File: src/rtl/spi_port_pkg.sv
// Package: shared register addresses, the control-register layout and the
// rate-code decode used by the SPI port.
package spi_port_pkg;

    localparam logic [1:0] ADDR_CTRL = 2'd0;
    localparam logic [1:0] ADDR_STAT = 2'd1;
    localparam logic [1:0] ADDR_DATA = 2'd2;

    localparam int STAT_DONE_BIT = 7;
    localparam int STAT_WCOL_BIT = 6;

    // Control register, MSB at the top: select-ignore, enable, order, role,
    // polarity, phase, rate code.
    typedef struct packed {
        logic       ss_ignore;
        logic       en;
        logic       lsb_first;
        logic       master;
        logic       cpol;
        logic       cpha;
        logic [1:0] rate;
    } ctrl_t;

    // log2 of the half-period in system clocks for each rate code (div/2).
    function automatic int half_log2(input logic [1:0] rate);
        case (rate)
            2'd0:    return 1;
            2'd1:    return 3;
            2'd2:    return 5;
            default: return 6;
        endcase
    endfunction

endpackage

File: src/rtl/spi_port_sync.sv
// Module: two-or-more-stage synchronizer for the slave-side pins, plus a
// transition detector on the synchronized serial clock.
// Assumes: STAGES >= 1. All three pins pass through the same number of
// stages, so the data bit stays aligned with the clock edge it belongs to.
module spi_port_sync #(
    parameter int STAGES = 2
) (
    input  logic clk,
    input  logic rst_n,
    input  logic sck_i,
    input  logic ss_n_i,
    input  logic mosi_i,
    output logic sck_s,
    output logic ss_n_s,
    output logic mosi_s,
    output logic sck_edge
);
    localparam logic [2:0] RST_VAL = 3'b010;   // {sck, ss_n, mosi}

    for (genvar g = 0; g < STAGES; g++) begin : g_stage
        logic [2:0] q;
        if (g == 0) begin : g_first
            // Purpose: first capture stage from the pins.
            always_ff @(posedge clk) begin
                if (!rst_n) q <= RST_VAL;
                else        q <= {sck_i, ss_n_i, mosi_i};
            end
        end else begin : g_next
            // Purpose: further settling stage.
            always_ff @(posedge clk) begin
                if (!rst_n) q <= RST_VAL;
                else        q <= g_stage[g-1].q;
            end
        end
    end

    assign {sck_s, ss_n_s, mosi_s} = g_stage[STAGES-1].q;

    logic sck_d;

    // Purpose: remember the previous synchronized clock level.
    always_ff @(posedge clk) begin
        if (!rst_n) sck_d <= 1'b0;
        else        sck_d <= sck_s;
    end

    assign sck_edge = sck_s ^ sck_d;

endmodule

File: src/rtl/spi_port_clkdiv.sv
// Module: half-period tick generator for the master role.
// Assumes: `run` rises in the cycle after an exchange starts. The counter is
// held at 0 while idle, so the first tick comes a full half-period after start.
module spi_port_clkdiv
    import spi_port_pkg::*;
#(
    parameter int CNT_W = 7
) (
    input  logic       clk,
    input  logic       rst_n,
    input  logic       run,
    input  logic [1:0] rate,
    output logic       tick
);
    logic [CNT_W-1:0] cnt;
    logic [CNT_W-1:0] half;

    assign half = CNT_W'(1) << half_log2(rate);
    assign tick = run && (cnt == half - CNT_W'(1));

    // Purpose: count system clocks within one serial half-period.
    always_ff @(posedge clk) begin
        if (!rst_n)          cnt <= '0;
        else if (!run||tick) cnt <= '0;
        else                 cnt <= cnt + CNT_W'(1);
    end

endmodule

File: src/rtl/spi_port_engine.sv
// Module: shift engine shared by both roles. It counts clock edges, samples on
// the phase-selected edge, drives the next bit on the other edge, and reports
// the finished byte.
// Assumes: `load` is raised only when not busy. In the slave role, `edge_in`
// is a transition of the synchronized external clock.
module spi_port_engine #(
    parameter int W = 8
) (
    input  logic         clk,
    input  logic         rst_n,
    input  logic         en,
    input  logic         master,
    input  logic         cpha,
    input  logic         lsb_first,
    input  logic         selected,
    input  logic         load,
    input  logic [W-1:0] load_data,
    input  logic         start,
    input  logic         tick,
    input  logic         edge_in,
    input  logic         miso_i,
    input  logic         mosi_s,
    output logic         out_bit,
    output logic         phase,
    output logic         busy,
    output logic         done,
    output logic [W-1:0] rx_data
);
    localparam int EC_W = $clog2(2 * W);
    localparam logic [EC_W-1:0] LAST_EDGE = EC_W'(2 * W - 1);

    logic [W-1:0]    sr;
    logic [W-1:0]    sr_next;
    logic [EC_W-1:0] ecnt;
    logic            run;
    logic            rx;
    logic            ev;
    logic            sample;
    logic            last;

    function automatic logic first_bit(input logic [W-1:0] d, input logic lsb);
        return lsb ? d[0] : d[W-1];
    endfunction

    assign rx      = master ? miso_i : mosi_s;
    assign ev      = master ? (run && tick) : (selected && edge_in);
    assign sample  = (ecnt[0] == cpha);
    assign last    = (ecnt == LAST_EDGE);
    assign sr_next = lsb_first ? {rx, sr[W-1:1]} : {sr[W-2:0], rx};
    assign busy    = run || (ecnt != '0);
    assign done    = en && ev && last;
    assign rx_data = sample ? sr_next : sr;

    // Purpose: shift register, edge count, output bit and master clock phase.
    always_ff @(posedge clk) begin
        if (!rst_n) begin
            sr      <= '0;
            ecnt    <= '0;
            run     <= 1'b0;
            phase   <= 1'b0;
            out_bit <= 1'b0;
        end else if (!en) begin
            run   <= 1'b0;
            ecnt  <= '0;
            phase <= 1'b0;
            if (load) begin
                sr      <= load_data;
                out_bit <= first_bit(load_data, lsb_first);
            end
        end else begin
            if (load) begin
                sr      <= load_data;
                out_bit <= first_bit(load_data, lsb_first);
            end
            if (start) run <= 1'b1;
            if (!master && !selected) begin
                ecnt <= '0;
                if (!load) out_bit <= first_bit(sr, lsb_first);
            end else if (ev) begin
                if (master) phase <= ~phase;
                if (sample) sr      <= sr_next;
                else        out_bit <= first_bit(sr, lsb_first);
                if (last) begin
                    ecnt <= '0;
                    run  <= 1'b0;
                end else begin
                    ecnt <= ecnt + EC_W'(1);
                end
            end
        end
    end

endmodule

File: src/rtl/spi_port.sv
// Module: SPI port top. It holds the register file and bus decode, the
// completion and collision flags, the read buffer and the pin enables, and
// ties together the synchronizer, the divider and the shift engine.
// Assumes: one-cycle bus strobes and a combinational read path.
module spi_port
    import spi_port_pkg::*;
#(
    parameter int W           = 8,
    parameter int SYNC_STAGES = 2,
    parameter int DIV_CNT_W   = 7
) (
    input  logic         clk,
    input  logic         rst_n,
    input  logic         bus_sel,
    input  logic         bus_wr,
    input  logic [1:0]   bus_addr,
    input  logic [W-1:0] bus_wdata,
    output logic [W-1:0] bus_rdata,
    output logic         irq,
    input  logic         sck_i,
    output logic         sck_o,
    output logic         sck_oe,
    input  logic         mosi_i,
    output logic         mosi_o,
    output logic         mosi_oe,
    input  logic         miso_i,
    output logic         miso_o,
    output logic         miso_oe,
    input  logic         ss_n_i
);
    ctrl_t        ctrl_q;
    logic         done_f;
    logic         wcol_f;
    logic [W-1:0] rdbuf;

    logic sck_s, ss_n_s, mosi_s, sck_edge;
    logic tick, out_bit, phase, busy, eng_done;
    logic [W-1:0] rx_data;

    logic cfg_en, cfg_master, cfg_cpol, cfg_ss_ignore, selected;
    logic data_wr, stat_wr, ctrl_wr, load, start;

    assign cfg_en        = ctrl_q.en;
    assign cfg_master    = ctrl_q.master;
    assign cfg_cpol      = ctrl_q.cpol;
    assign cfg_ss_ignore = ctrl_q.ss_ignore;
    assign selected      = cfg_ss_ignore || !ss_n_s;

    assign ctrl_wr = bus_sel && bus_wr && (bus_addr == ADDR_CTRL);
    assign stat_wr = bus_sel && bus_wr && (bus_addr == ADDR_STAT);
    assign data_wr = bus_sel && bus_wr && (bus_addr == ADDR_DATA);
    assign load    = data_wr && !busy;
    assign start   = load && cfg_en && cfg_master;

    spi_port_sync #(.STAGES(SYNC_STAGES)) u_sync (
        .clk      (clk),
        .rst_n    (rst_n),
        .sck_i    (sck_i),
        .ss_n_i   (ss_n_i),
        .mosi_i   (mosi_i),
        .sck_s    (sck_s),
        .ss_n_s   (ss_n_s),
        .mosi_s   (mosi_s),
        .sck_edge (sck_edge)
    );

    spi_port_clkdiv #(.CNT_W(DIV_CNT_W)) u_div (
        .clk   (clk),
        .rst_n (rst_n),
        .run   (busy && cfg_master),
        .rate  (ctrl_q.rate),
        .tick  (tick)
    );

    spi_port_engine #(.W(W)) u_eng (
        .clk       (clk),
        .rst_n     (rst_n),
        .en        (cfg_en),
        .master    (cfg_master),
        .cpha      (ctrl_q.cpha),
        .lsb_first (ctrl_q.lsb_first),
        .selected  (selected),
        .load      (load),
        .load_data (bus_wdata),
        .start     (start),
        .tick      (tick),
        .edge_in   (sck_edge),
        .miso_i    (miso_i),
        .mosi_s    (mosi_s),
        .out_bit   (out_bit),
        .phase     (phase),
        .busy      (busy),
        .done      (eng_done),
        .rx_data   (rx_data)
    );

    // Purpose: control register write.
    always_ff @(posedge clk) begin
        if (!rst_n)       ctrl_q <= '0;
        else if (ctrl_wr) ctrl_q <= ctrl_t'(bus_wdata);
    end

    // Purpose: status flags, where a set wins over a write-1 clear in the same cycle.
    always_ff @(posedge clk) begin
        if (!rst_n) begin
            done_f <= 1'b0;
            wcol_f <= 1'b0;
        end else begin
            if (eng_done)                                done_f <= 1'b1;
            else if (stat_wr && bus_wdata[STAT_DONE_BIT]) done_f <= 1'b0;
            if (data_wr && busy)                         wcol_f <= 1'b1;
            else if (stat_wr && bus_wdata[STAT_WCOL_BIT]) wcol_f <= 1'b0;
        end
    end

    // Purpose: capture the finished byte for the CPU.
    always_ff @(posedge clk) begin
        if (!rst_n)        rdbuf <= '0;
        else if (eng_done) rdbuf <= rx_data;
    end

    // Purpose: read-data multiplexer.
    always_comb begin
        bus_rdata = '0;
        case (bus_addr)
            ADDR_CTRL: bus_rdata = W'(ctrl_q);
            ADDR_STAT: begin
                bus_rdata[STAT_DONE_BIT] = done_f;
                bus_rdata[STAT_WCOL_BIT] = wcol_f;
            end
            ADDR_DATA: bus_rdata = rdbuf;
            default:   bus_rdata = '0;
        endcase
    end

    assign irq     = done_f && cfg_en;
    assign sck_o   = cfg_cpol ^ phase;
    assign mosi_o  = out_bit;
    assign miso_o  = out_bit;
    assign sck_oe  = cfg_en && cfg_master;
    assign mosi_oe = cfg_en && cfg_master;
    assign miso_oe = cfg_en && !cfg_master && selected;

endmodule

File: config.mk
export PLATFORM = sky130hd
export DESIGN_NAME = spi_port
export DESIGN_NICKNAME = d
export VERILOG_FILES = /design/src/rtl/spi_port_pkg.sv /design/src/rtl/spi_port_sync.sv /design/src/rtl/spi_port_clkdiv.sv /design/src/rtl/spi_port_engine.sv /design/src/rtl/spi_port.sv
export SDC_FILE = /design/constraint.sdc
export NUM_CORES = 1
export LEC_CHECK = 0
export CAP_MARGIN = 10
export CORE_MARGIN = 2
export CORE_UTILIZATION = 55
export CTS_CLUSTER_SIZE = 28
export DETAILED_ROUTE_END_ITERATION = 12
export PLACE_DENSITY = 0.91
export SETUP_SLACK_MARGIN = 0.5
export SLEW_MARGIN = 15
export SYNTH_ARGS = -nofsm -noshare
export SYNTH_HDL_FRONTEND = slang
export SYNTH_HIERARCHICAL = 1
export SYNTH_SLANG_ARGS = --single-unit
File: constraint.sdc
create_clock -name clk -period 3.2 [get_ports clk]
set_input_delay 0.64 -clock clk [delete_from_list [all_inputs] [get_ports clk]]
set_output_delay 0.64 -clock clk [all_outputs]
set_load 0.02 [all_outputs]
==> impl_metrics.env <==
export IMPL_cp_arrival_ns=2.77
export IMPL_syn_area_mm2=0.00253
export IMPL_critPathMaxFanout=10
export IMPL_top_usage_layer="met2"
export IMPL_die_width_um=71.8
export IMPL_rows=24
export IMPL_ys_seq_area_frac=0.372
export IMPL_clkPwrFrac=0.353
export IMPL_status="complete, no violations"
export IMPL_skew_ns=0.0116
export IMPL_syn_avg_cell_area_um2=9.24
export IMPL_placed_area_mm2=0.00286
export IMPL_clockBufferDepth=2
export IMPL_hold_path_class="reg2reg"
export IMPL_pwr_density_cell_mw_per_mm2=359
export IMPL_n_antenna_cell=0
export IMPL_finalHoldViolations=0
export IMPL_syn_nets=295
export IMPL_cts_sinks=47
export IMPL_power_mw=1.07
export IMPL_crit_type="reg2reg"
export IMPL_io_buffers=32
export IMPL_fmax_ghz=0.390
export IMPL_yosysMostFrequentCell="dfxtp_1"
export IMPL_use_met3=0.0563
export IMPL_synthTopCellsByCount="47 x dfxtp_1, 42 x mux2i_1, 27 x nand2_1, 19 x and2_1, 16 x nor2_1"
export IMPL_detail_route_iter0_violations=85
export IMPL_final_area_mm2=0.00298
export IMPL_seqPwrFrac=0.562
export IMPL_finalSetupViolations=0
export IMPL_routedWlPerCell_um=15.0
export IMPL_hold_depth=1
export IMPL_fin_crit_sh=0.802
export IMPL_ir_worst_vdd_mv=0.257
export IMPL_maxCapViolations=0
export IMPL_initial_core_util=0.577
export IMPL_min_period_ns=2.57
export IMPL_final_util=0.679
export IMPL_p_int_mw=0.816
export IMPL_yosysUniqueCellTypes=45
export IMPL_firstDrtPassIters=4
export IMPL_synth_top_flop_cell="dfxtp_1"
export IMPL_max_slew_margin=0.636
export IMPL_grt_first_pass_wirelength_um=8940
export IMPL_synth_area_leaders="dfxtp_1 37%, mux2i_1 17%, and2_1 4.7%"
export IMPL_grtUsageMet2=0.381
export IMPL_drive_gt1_frac=0.127
export IMPL_grt_pass1_vias=1913
export IMPL_ys_ff_latch=47
export IMPL_cts_tree="done"
export IMPL_leakagePower_nw=1.13
export IMPL_post_dp_hpwl_um=3940
export IMPL_grt_use_met1=0.280
export IMPL_critPathRequiredTime_ns=3.40
export IMPL_fin_setup_tns_ns=0
export IMPL_ant_nets=0
export IMPL_p_sw_mw=0.253
export IMPL_reg2regPathDepth=12
export IMPL_numCtsBuffers=5
export IMPL_drc_errors=0
export IMPL_htreeDepth=2
export IMPL_synth_cells=274
export IMPL_routed_wl_um=5390
export IMPL_async_flop_share=0
export IMPL_io_pins=33
export IMPL_via_per_inst=5.58
export IMPL_gp_congestion=0.832
export IMPL_sw_frac_of_total=0.237
export IMPL_clk_latency_ns=0.30
export IMPL_die_area_mm2=0.00516
export IMPL_cts_root_buf="clkbuf_8"
export IMPL_synth_top_area_frac=0.372
export IMPL_grtUsageTotal=0.222
export IMPL_overflow=0
export IMPL_grt_max_degree=38
export IMPL_rsz0062_at_grt="false"
export IMPL_synth_edff_count=0
export IMPL_clk_pin_slew_ns=0.09
export IMPL_area_delta_synth_final_pct=17.5
export IMPL_core_area_mm2=0.00438
export IMPL_p_comb_frac=0.086
export IMPL_hold_buffers=0
export IMPL_finalMaxSlewViolations=0
export IMPL_yosysTopAreaCell="dfxtp_1"
export IMPL_worst_pin_slew_ns=0.543
export IMPL_vias=2007
export IMPL_worstSetupStartpointType="flip-flop"
export IMPL_final_net_count=328
export IMPL_antenna_found_initial=0
export IMPL_yosys_warnings=6
export IMPL_crit_path_end_kind="flip-flop"
export IMPL_die_h_um=71.8
==> routing by layer <==
metal,part of all wire,vias up
li1,-,1009
met2,0.50,53
met4,0.0078,0
met3,0.049,4
met5,0,-
met1,0.45,941
==> registers in the layout (all words and copies together), names as in the netlist <==
register          cells
rdbuf                 8
u_eng/sr              8
u_div/cnt             7
u_sync/g_stage.q      6
ctrl_q                4
u_eng/ecnt            4
cfg_cpol              1
cfg_en                1
cfg_master            1
cfg_ss_ignore         1
done_f                1
u_eng/out_bit         1
u_eng/phase           1
u_eng/run             1
u_sync/sck_d          1
wcol_f                1
==> through the flow <==
step	hold WS, ns	setup WS [ns]	instances
3_3_place_gp	0.394	0.404	350
4_1_cts	0.419	0.561	359
6_report	0.414	0.634	360
3_5_place_dp	0.397	0.359	350
5_1_grt	0.426	0.498	360
2_1_floorplan	0.386	0.501	274
==> cell usage in the layout (no fill, tap or decap), types with 2 or more instances in the layout <==
cell | synthesis | layout
a211oi_1 | 2 | 2
a21oi_1 | 5 | 5
a31oi_1 | 2 | 2
and2_1 | 19 | 19
and3b_1 | 2 | 2
buf_4 | 4 | 11
clkbuf_8 | 0 | 6
clkdlybuf4s50_1 | 0 | 24
dfxtp_1 | 47 | 47
dlygate4sd2_1 | 0 | 8
ha_1 | 3 | 3
inv_1 | 3 | 3
mux2_2 | 2 | 2
mux2i_1 | 42 | 42
nand2_1 | 27 | 27
nand2b_1 | 4 | 4
nand3_1 | 8 | 8
nand3_2 | 2 | 2
nor2_1 | 16 | 16
nor2b_1 | 11 | 11
nor3_1 | 9 | 9
o21ai_0 | 12 | 12
o21ai_1 | 4 | 3
o21ai_2 | 8 | 9
xnor2_1 | 7 | 7
xor2_1 | 6 | 6
==> worst paths after layout <==
check | startpoint | to | slack [ns]
min reg2reg | u_sync/g_stage[0].q[1] | u_sync/g_stage[1].q[1] | 0.41
max reg2reg | u_eng/ecnt[1] | rdbuf[0] | 0.63
max | u_eng/ecnt[1] | rdbuf[0] | 0.63
min | u_sync/g_stage[0].q[1] | u_sync/g_stage[1].q[1] | 0.41
==> repair_timing <==
item                       in CTS  in global routing
pin swaps                       1                  1
resized for setup              10                  1
buffers inserted                1                  1
setup endpoints to repair      18                  9
==> logic make-up after synthesis <==
logic type,Yosys count,share of synthesized area
buf+inv,20,0.0539
flops,47,0.372
compound gates,38,0.101
fa+ha+maj,3,0.0148
xor+xnor,13,0.0450
simple gates,109,0.239
mux,44,0.175
==> worst max-delay path, stage by stage, from the launching register on <==
cell     delay, ns
dfxtp_1       0.33
inv_1         0.10
ha_1          0.15
or4b_4        0.49
and2_1        0.19
and2_1        0.14
and3_4        0.21
o21ai_2       0.16
nor2_1        0.10
and2_1        0.17
buf_4         0.19
mux2i_1       0.18
nor2b_1       0.07
==> cell type report <==
cell class	instances	area (µm²)
well taps	52	65.1
multi-input cells	207	1470
repair buffers	43	393
fillers	354	1410
flip-flops and latches	47	941
clock inverters	2	16.3
inverters	3	11.3
clock buffers	6	82.6
==> power groups by stage <==
stage               sequential (mW)  combinational, mW  clock (mW)
CTS                           0.601             0.0918       0.389
finish                        0.601             0.0915       0.377
global route                  0.602             0.0998       0.406
detailed placement            0.614             0.0918           0
floorplan                     0.613             0.0542           0
global placement              0.614             0.0900           0
(Power assumes the default switching activity.)
